## config.mk

```make
export PLATFORM = sky130hd
export DESIGN_NAME = sqcsa_adder
export DESIGN_NICKNAME = d
export VERILOG_FILES = /design/src/rtl/sqcsa_pkg.sv /design/src/rtl/sqcsa_rca.sv /design/src/rtl/sqcsa_inc.sv /design/src/rtl/sqcsa_group.sv /design/src/rtl/sqcsa_adder.sv
export SDC_FILE = /design/constraint.sdc
export NUM_CORES = 1
export LEC_CHECK = 0
export BUFFER_PORTS_ARGS = -buffer_cell sky130_fd_sc_hd__buf_2
export CORE_MARGIN = 10
export CORE_UTILIZATION = 44
export DETAILED_ROUTE_END_ITERATION = 8
export GPL_TIMING_DRIVEN = 0
export PLACE_DENSITY = 0.83
export SYNTH_ARGS = -nofsm -noshare
export SYNTH_HDL_FRONTEND = slang
export SYNTH_SLANG_ARGS = --single-unit
```

## constraint.sdc

```tcl
create_clock -name vclk -period 8.9
set_input_delay 2.67 -clock vclk [all_inputs]
set_output_delay 2.67 -clock vclk [all_outputs]
set_load 0.05 [all_outputs]
```

## src/rtl/sqcsa_pkg.sv

```systemverilog
package sqcsa_pkg;

  // number of groups in the table for a given total width
  function automatic int grp_count(input int w);
    case (w)
      32:      return 7;
      64:      return 10;
      128:     return 14;
      default: return 1;
    endcase
  endfunction

  // width of group idx; 64 and 128 share a prefix, 32 has its own tail
  function automatic int grp_width(input int w, input int idx);
    if (w == 32) begin
      case (idx)
        0: return 2;
        1: return 2;
        2: return 3;
        3: return 4;
        4: return 6;
        5: return 7;
        6: return 8;
        default: return 0;
      endcase
    end else begin
      case (idx)
        0: return 2;
        1: return 2;
        2: return 3;
        3: return 4;
        4: return 6;
        5: return 7;
        6: return 8;
        7: return 9;
        8: return 11;
        9: return 12;
        10: return 13;
        11: return 14;
        12: return 15;
        13: return 22;
        default: return 0;
      endcase
    end
  endfunction

  // lowest bit position of group idx
  function automatic int grp_offset(input int w, input int idx);
    int acc;
    acc = 0;
    for (int k = 0; k < idx; k++) acc += grp_width(w, k);
    return acc;
  endfunction

  // sum of all entries in the table for width w
  function automatic int grp_total(input int w);
    return grp_offset(w, grp_count(w));
  endfunction

endpackage

```

## src/rtl/sqcsa_rca.sv

```systemverilog
module sqcsa_rca #(
  parameter int N = 4
) (
  input  logic [N-1:0] x,
  input  logic [N-1:0] y,
  input  logic         ci,
  output logic [N-1:0] s,
  output logic         co
);

  logic [N:0] cy;

  assign cy[0] = ci;

  for (genvar i = 0; i < N; i++) begin : g_bit
    assign s[i]    = x[i] ^ y[i] ^ cy[i];
    assign cy[i+1] = (x[i] & y[i]) | (cy[i] & (x[i] ^ y[i]));
  end

  assign co = cy[N];


  always_comb begin
    ripple_sum_chk: assert ({co, s} == ({1'b0, x} + {1'b0, y} + (N+1)'(ci)))
      else $error("ripple adder result mismatch");
  end

endmodule

```

## src/rtl/sqcsa_inc.sv

```systemverilog
module sqcsa_inc #(
  parameter int M = 5
) (
  input  logic [M-1:0] din,
  output logic [M-1:0] dout
);

  logic [M-1:0] pfx;

  assign pfx[0]  = 1'b1;
  assign dout[0] = ~din[0];

  for (genvar i = 1; i < M; i++) begin : g_bit
    assign pfx[i]  = pfx[i-1] & din[i-1];
    assign dout[i] = din[i] ^ pfx[i];
  end


  always_comb begin
    excess_one_chk: assert (dout == M'(din + M'(1)))
      else $error("increment converter mismatch");
  end

endmodule

```

## src/rtl/sqcsa_group.sv

```systemverilog
module sqcsa_group #(
  parameter int N = 4
) (
  input  logic [N-1:0] a,
  input  logic [N-1:0] b,
  input  logic         sel,
  output logic [N-1:0] sum,
  output logic         cout
);

  logic [N-1:0] s0;
  logic         c0;
  logic [N:0]   inc_q;

  sqcsa_rca #(.N(N)) u_rca (
    .x  (a),
    .y  (b),
    .ci (1'b0),
    .s  (s0),
    .co (c0)
  );

  sqcsa_inc #(.M(N+1)) u_inc (
    .din  ({c0, s0}),
    .dout (inc_q)
  );

  assign sum  = sel ? inc_q[N-1:0] : s0;
  assign cout = sel ? inc_q[N]     : c0;


  always_comb begin
    sel_path_chk: assert ({cout, sum} == ({1'b0, a} + {1'b0, b} + (N+1)'(sel)))
      else $error("group select result mismatch");
  end

endmodule

```

## src/rtl/sqcsa_adder.sv

```systemverilog
module sqcsa_adder
  import sqcsa_pkg::*;
#(
  parameter int WIDTH = 32
) (
  input  logic [WIDTH-1:0] a,
  input  logic [WIDTH-1:0] b,
  input  logic             cin,
  output logic [WIDTH-1:0] sum,
  output logic             cout
);

  localparam int NG = grp_count(WIDTH);
  localparam int W0 = grp_width(WIDTH, 0);

  // carry into each group; the last entry is the adder carry-out
  logic [NG:0] gc;

  assign gc[0] = cin;

  sqcsa_rca #(.N(W0)) u_grp0 (
    .x  (a[W0-1:0]),
    .y  (b[W0-1:0]),
    .ci (gc[0]),
    .s  (sum[W0-1:0]),
    .co (gc[1])
  );

  for (genvar g = 1; g < NG; g++) begin : g_grp
    localparam int GW  = grp_width(WIDTH, g);
    localparam int OFF = grp_offset(WIDTH, g);

    sqcsa_group #(.N(GW)) u_grp (
      .a    (a[OFF +: GW]),
      .b    (b[OFF +: GW]),
      .sel  (gc[g]),
      .sum  (sum[OFF +: GW]),
      .cout (gc[g+1])
    );
  end

  assign cout = gc[NG];


  initial begin
    width_table_chk: assert ((WIDTH == 32 || WIDTH == 64 || WIDTH == 128)
                             && grp_total(WIDTH) == WIDTH)
      else $error("group table does not match WIDTH");
  end


  always_comb begin
    total_sum_chk: assert ({cout, sum} == ({1'b0, a} + {1'b0, b} + (WIDTH+1)'(cin)))
      else $error("adder total mismatch");
  end

endmodule

```

==> reports/qor.csv, run 1 <==
metric;value;unit
final_hold_viol_count;0;
io_pins;98;
timing.critical_path.from_type;primary input;
post_synth_most_frequent_cells;77 x inv_1, 30 x ha_1, 26 x fa_1;
violated_checks;negative setup slack;
effective_utilization_at_floorplan;45.78;%
share_seq_of_total_power;0;%
dr_total_vias;1746;
final.min_clock_period;9.269;ns
critical_path_cell_with_the_highest_stage_delay;fa_2;
grt_pass1_vias;2027;
postRouteWirelength;5123;um
share_comb_of_total_power;100.0;%
critical_path.n_buffers_inverters;4;
die_w;84.74;um
synth_seq_area_share;0;%
routed_via_density;4.745;
power_report.internal_total;0.0001496;W
p_leak;1.557;nW
worst_ep_arrival_time;6.60;ns
clockBufferCount;0;
worst_ir_drop_on_vdd;84.28;uV
required;6.23;ns
min_period_over_period;104.2;%
avg_cell_area_syn;8.867;um^2
postLayoutCellArea;2829;um^2
power_switching;0.0002497;W
synthesis.area;1844;um^2
ys_top_cells_by_area;fa_1 28%, ha_1 20%, inv_1 16%, mux2_2 6.1%, mux2_4 5.7%;
status;complete, but fails checks;
hold_start;b[11];
dieHeight;84.74;um
dp_hpwl;4641;um
min_delay_path_depth;4;
seq_cell_count;0;
synth_most_common_cell;inv_1;
timing.hold.ws;5.811;ns
port-buffer-count;98;
power_frac_clock;0;%
synth_top_area_share;28.22;%
max_slew_margin;58.21;%
final_net_count;441;
rsz0062_at_grt;yes;
grt_start_max_net_pins;11;
initialDrtViolationCount;23;
cts.hold.buffers_added;0;
gp_routability_congestion;0.7379;
max_cap_violations;0;
drt.antenna.violating_nets;0;
fmax;107.9;MHz
grt_pass1_wl;8694;um
die_area;7181;um^2
cp_common_cell;fa_2;
final-max-slew-violation-count;0;
crit_type;primary input to output port;
synth_nets;329;
critical_path.max_stage_delay;0.46;ns
post_drt_wl_per_cell;13.92;um
layout.area.seq;0;um^2
syn2layout_area_growth;53.39;%
placement_rows;23;
drt_pass_1_iters;4;
grt_util_all_layers;13.91;%
yosysWarningCount;0;
min_to;sum[11];
path_delay_family;adder cells;
pwr_density_cell;141.2;nW/um^2
coreArea;4029;um^2
netlist_instances;208;
timing_worst_slew_pin_value;0.6224;ns
placed_cell_area;2529;um^2
grt_overflow_total;0;
cp_cell_sequence;buf_6 > ha_4 > inv_2 > fa_2 > fa_2 > fa_2 > fa_2 > inv_2 > fa_2 > ha_4 > and4b_1 > o221ai_2 > o2111ai_4 > a31oi_4 > xnor2_4 > mux2_4 > buf_8;
switching_share;62.54;%
post_synth_num_cell_types;35;
min-delay-path-class;primary input to output port;
synth_top_cell_by_area;fa_1;
drc_errors;0;
critPathCaptureType;output port;
final-setup-viol-count;15;
crit_path_max_fanout;6;
final_layout_size_suffix_gt1_share;53.46;%
number_of_antenna_violations_at_the_first_check_in_global_routing;0;
fin_ws;-0.3694;ns
n_antenna_cell;0;
## through the flow
| stage | setup slack (ns) | setup TNS (ns) | power [W] | std cells | utilization [%] |
|---|---|---|---|---|---|
| global placement | -0.4561 | -5.664 | 0.0003415 | 356 | 62.76 |
| global route | -0.4782 | -5.358 | 0.0004299 | 368 | 70.22 |
| CTS | -0.3712 | -3.618 | 0.0003990 | 367 | 69.38 |
| floorplan | -0.1655 | -0.9846 | 0.0002760 | 208 | - |
| finish | -0.3694 | -3.641 | 0.0003994 | 368 | 70.22 |
| detailed placement | -0.5626 | -7.369 | 0.0003573 | 356 | 62.76 |
## placed cells by master (no fill, tap or decap), drive strengths merged, types with 4 or more instances in the layout
cell / netlist / layout
buf: 0 / 109
inv: 77 / 77
fa: 26 / 26
nor2: 4 / 4
nand2: 10 / 10
xnor2: 6 / 7
mux2: 17 / 17
a31oi: 4 / 4
ha: 30 / 30
o21ai: 7 / 7
## worst max path at each step
stage	from	endpoint	slack [ns]	depth (start not counted)
final	a[11]	sum[25]	-0.37	17
after global routing	a[11]	sum[25]	-0.48	17
after CTS	a[11]	sum[25]	-0.37	17
after detailed placement	a[11]	sum[30]	-0.56	17
after global placement	a[11]	sum[30]	-0.46	17
after floorplan	a[24]	cout	-0.17	17
## cells by family (layout without fill, tap and decap cells)
family | count (synthesis) | after routing | synth area share (%)
multiplexers | 17 | 17 | 11.80
AO/OA/AOI/OAI | 19 | 19 | 9.159
buffers and inverters | 79 | 188 | 16.15
adder cells (fa/ha/maj) | 56 | 56 | 48.58
AND/OR/NAND/NOR | 28 | 28 | 9.024
XOR/XNOR | 9 | 10 | 5.292
## timing repair
item                                    in CTS  in global routing
setup buffers                               10                  1
gates cloned                                 1                  0
resized for setup                           45                  7
pin swaps                                    7                  3
endpoints found under the setup margin      16                 16
## tightest hold or removal path, stage by stage
cell     delay [ns]
buf_6          0.07
ha_4           0.12
xnor2_1        0.07
buf_2          0.21
## power groups by stage
stage          Combinational [W]  Sequential [W]  Clock (W)
6_report                0.000399               0          0
5_1_grt                 0.000430               0          0
4_1_cts                 0.000399               0          0
3_5_place_dp            0.000357               0          0
3_3_place_gp            0.000342               0          0
2_1_floorplan           0.000276               0          0
## final cells by class
cell class	count	area [um^2]
fillers	321	1200
inverters	77	289.0
plain buffers	2	30.03
well taps	50	62.56
multi-input cells	130	1747
repair buffers	109	700.7
## metal layers
layer / GRT usage, % / part of all wire, %
met1: 12.87 / 32
met2: 30.47 / 61
met3: 2.995 / 6.8
met4: 0.4491 / 0.27
met5: 0 / 0
Power figures use the tool's default switching activity.
==> inputs of run 2 (changes only) <==
--- a/config.mk
+++ b/config.mk
@@ -6,7 +6,7 @@
 export NUM_CORES = 1
 export LEC_CHECK = 0
 export BUFFER_PORTS_ARGS = -buffer_cell sky130_fd_sc_hd__buf_2
-export CORE_MARGIN = 10
+export CORE_MARGIN = 2
 export CORE_UTILIZATION = 44
 export DETAILED_ROUTE_END_ITERATION = 8
 export GPL_TIMING_DRIVEN = 0
==> run 2 against run 1 <==
  * The flow still finishes with violations (negative setup slack)
  * Cell count fell by 0.82%
  * Non-clock buffer count fell by 3
  * First-iteration DRC count did not move
  * Global-route usage rose by 2.3 points
  * Sequential share of layout area did not move
  * Critical path depth did not move
  * Utilization fell by 0.40 points
  * Flip-flop and latch count did not move
  * Total power fell by 2.2%
  * Combinational power fell by 2%
  * Critical path type unchanged
==> reports/qor.csv, run 2 (same netlist as run 1, synthesis figures left out) <==
metric;value;unit;change
status;complete, but fails checks;;
violated_checks;negative setup slack;;
dp_hpwl;3513;um;-24%
clockBufferCount;0;;unchanged
final_cell_count_no_fill;365;;-0.82%
final-setup-viol-count;9;;-6
mostFrequentLayoutCell;buf_2;;
routed_via_density;4.696;;-1.0%
place_worst_setup_slack;-0.5416;ns;+0.02096 ns
placement_rows;23;;unchanged
layout.area.seq;0;um^2;unchanged
io_pins;98;;unchanged
final_layout_size_suffix_gt1_share;52.70;%;-0.76 points
drc_errors;0;;unchanged
report.power.total;0.0003904;W;-2.2%
dr_total_vias;1714;;-1.8%
port-buffer-count;98;;unchanged
placed_cell_area;2529;um^2;unchanged
final.min_clock_period;9.211;ns;-0.05870 ns
post_drt_wl_per_cell;11.16;um;-20%
max_slew_margin;56.66;%;-1.6 points
postLayoutCellArea;2813;um^2;-0.57%
final-max-slew-violation-count;0;;unchanged
min_period_over_period;103.5;%;-0.66 points
cts.hold.buffers_added;0;;unchanged
min_delay_path_depth;4;;unchanged
rsz0062_at_grt;yes;;
grt_start_max_net_pins;11;;unchanged
setup_tns;-2.616;ns;+1.025 ns
n_antenna_cell;0;;unchanged
die_area;4725;um^2;-34%
dieHeight;68.74;um;-19%
crit_path_max_fanout;6;;unchanged
drt.antenna.violating_nets;0;;unchanged
grt_pass1_vias;1603;;-21%
pwr_density_cell;138.8;nW/um^2;-1.7%
number_of_antenna_violations_at_the_first_check_in_global_routing;0;;unchanged
seq_cell_count;0;;unchanged
multiInputGateArea;1744;um^2;-0.14%
die_w;68.74;um;-19%
final_net_count;438;;-0.68%
gp_routability_congestion;0.8093;;+9.7%
initialDrtViolationCount;23;;unchanged
final_hold_viol_count;0;;unchanged
max_cap_violations;0;;unchanged
grt_overflow_total;0;;unchanged
p_leak;1.548;nW;-0.57%
placed_cells;356;;unchanged
fill_cells;308;;-4.0%
grt_util_all_layers;16.17;%;+2.3 points
grt_pass1_wl;6147;um;-29%
syn2layout_area_growth;52.51;%;
critPathCaptureType;output port;;
fin_ws;-0.3107;ns;+0.05870 ns
fmax;108.6;MHz;+0.64%
most_frequent_cells_in_the_layout;80 x buf_2, 73 x inv_1, 26 x ha_1;;
timing.critical_path.from_type;primary input;;
crit_type;primary input to output port;;
postRouteWirelength;4073;um;-20%
worst_ep_arrival_time;6.54;ns;-0.06 ns
drt_pass_1_iters;4;;unchanged
timing_worst_slew_pin_value;0.6455;ns;+0.02309 ns
required;6.23;ns;about the same
worst_ir_drop_on_vdd;80.53;uV;-4.4%
effective_utilization_at_floorplan;45.78;%;unchanged
min-delay-path-class;primary input to output port;;
coreArea;4029;um^2;unchanged
run 2: changes by cell type in the layout (fill, tap and decap cells not counted), sizes merged:
cell  change
buf       -3
run 2: per-stage QoR:
| step | utilization (%) | hold slack [ns] |
|---|---|---|
| after CTS | 67.11 | 5.803 |
| after detailed placement | 62.76 | 5.833 |
| after global routing | 69.81 | 5.826 |
| after global placement | 62.76 | 5.822 |
| final | 69.81 | 5.799 |
| after floorplan | - | 5.703 |
run 2: final cells by class:
cell class                      instances  share of cell area [%]
Buffer                                  2                  0.7117
Inverter                               77                   10.28
Tap cell                               50                   2.224
Timing Repair Buffer                  106                   24.78
Multi-Input combinational cell        130                   62.01
run 2: what timing repair did:
item / CTS / global route
gates cloned: 1 / 1
pin swaps: 8 / 1
endpoints found under the setup margin: 16 / 16
buffers inserted: 4 / 3
gates resized for setup: 32 / 20
run 2: final timing paths:
check | from | to | slack, ns
max | a[11] | sum[27] | -0.31
min | b[11] | sum[11] | 5.80
run 2: metal layers:
metal  GRT usage [%]  up-vias  wire length, um
met1           19.46      809             1492
met3          0.6494        0              240
met4               0        0                0
li1                -      858                -
met2           33.17       47             2340
met5               0        -                0
run 2: worst max-delay path, stage by stage:
cell,delay [ns]
buf_6,0.07
ha_4,0.12
inv_2,0.03
fa_2,0.33
fa_2,0.34
fa_2,0.34
fa_2,0.34
inv_2,0.06
fa_1,0.45
ha_4,0.20
and4b_1,0.19
o221ai_2,0.20
o2111ai_4,0.17
a31oi_4,0.30
xnor2_4,0.22
mux2_4,0.35
buf_8,0.15
run 2: power breakdown:
group	leakage, nW	internal, W	switching [W]	total (W)
sequential	0	0	0	0
combinational	1.55	0.000146	0.000244	0.000390
clock	0	0	0	0
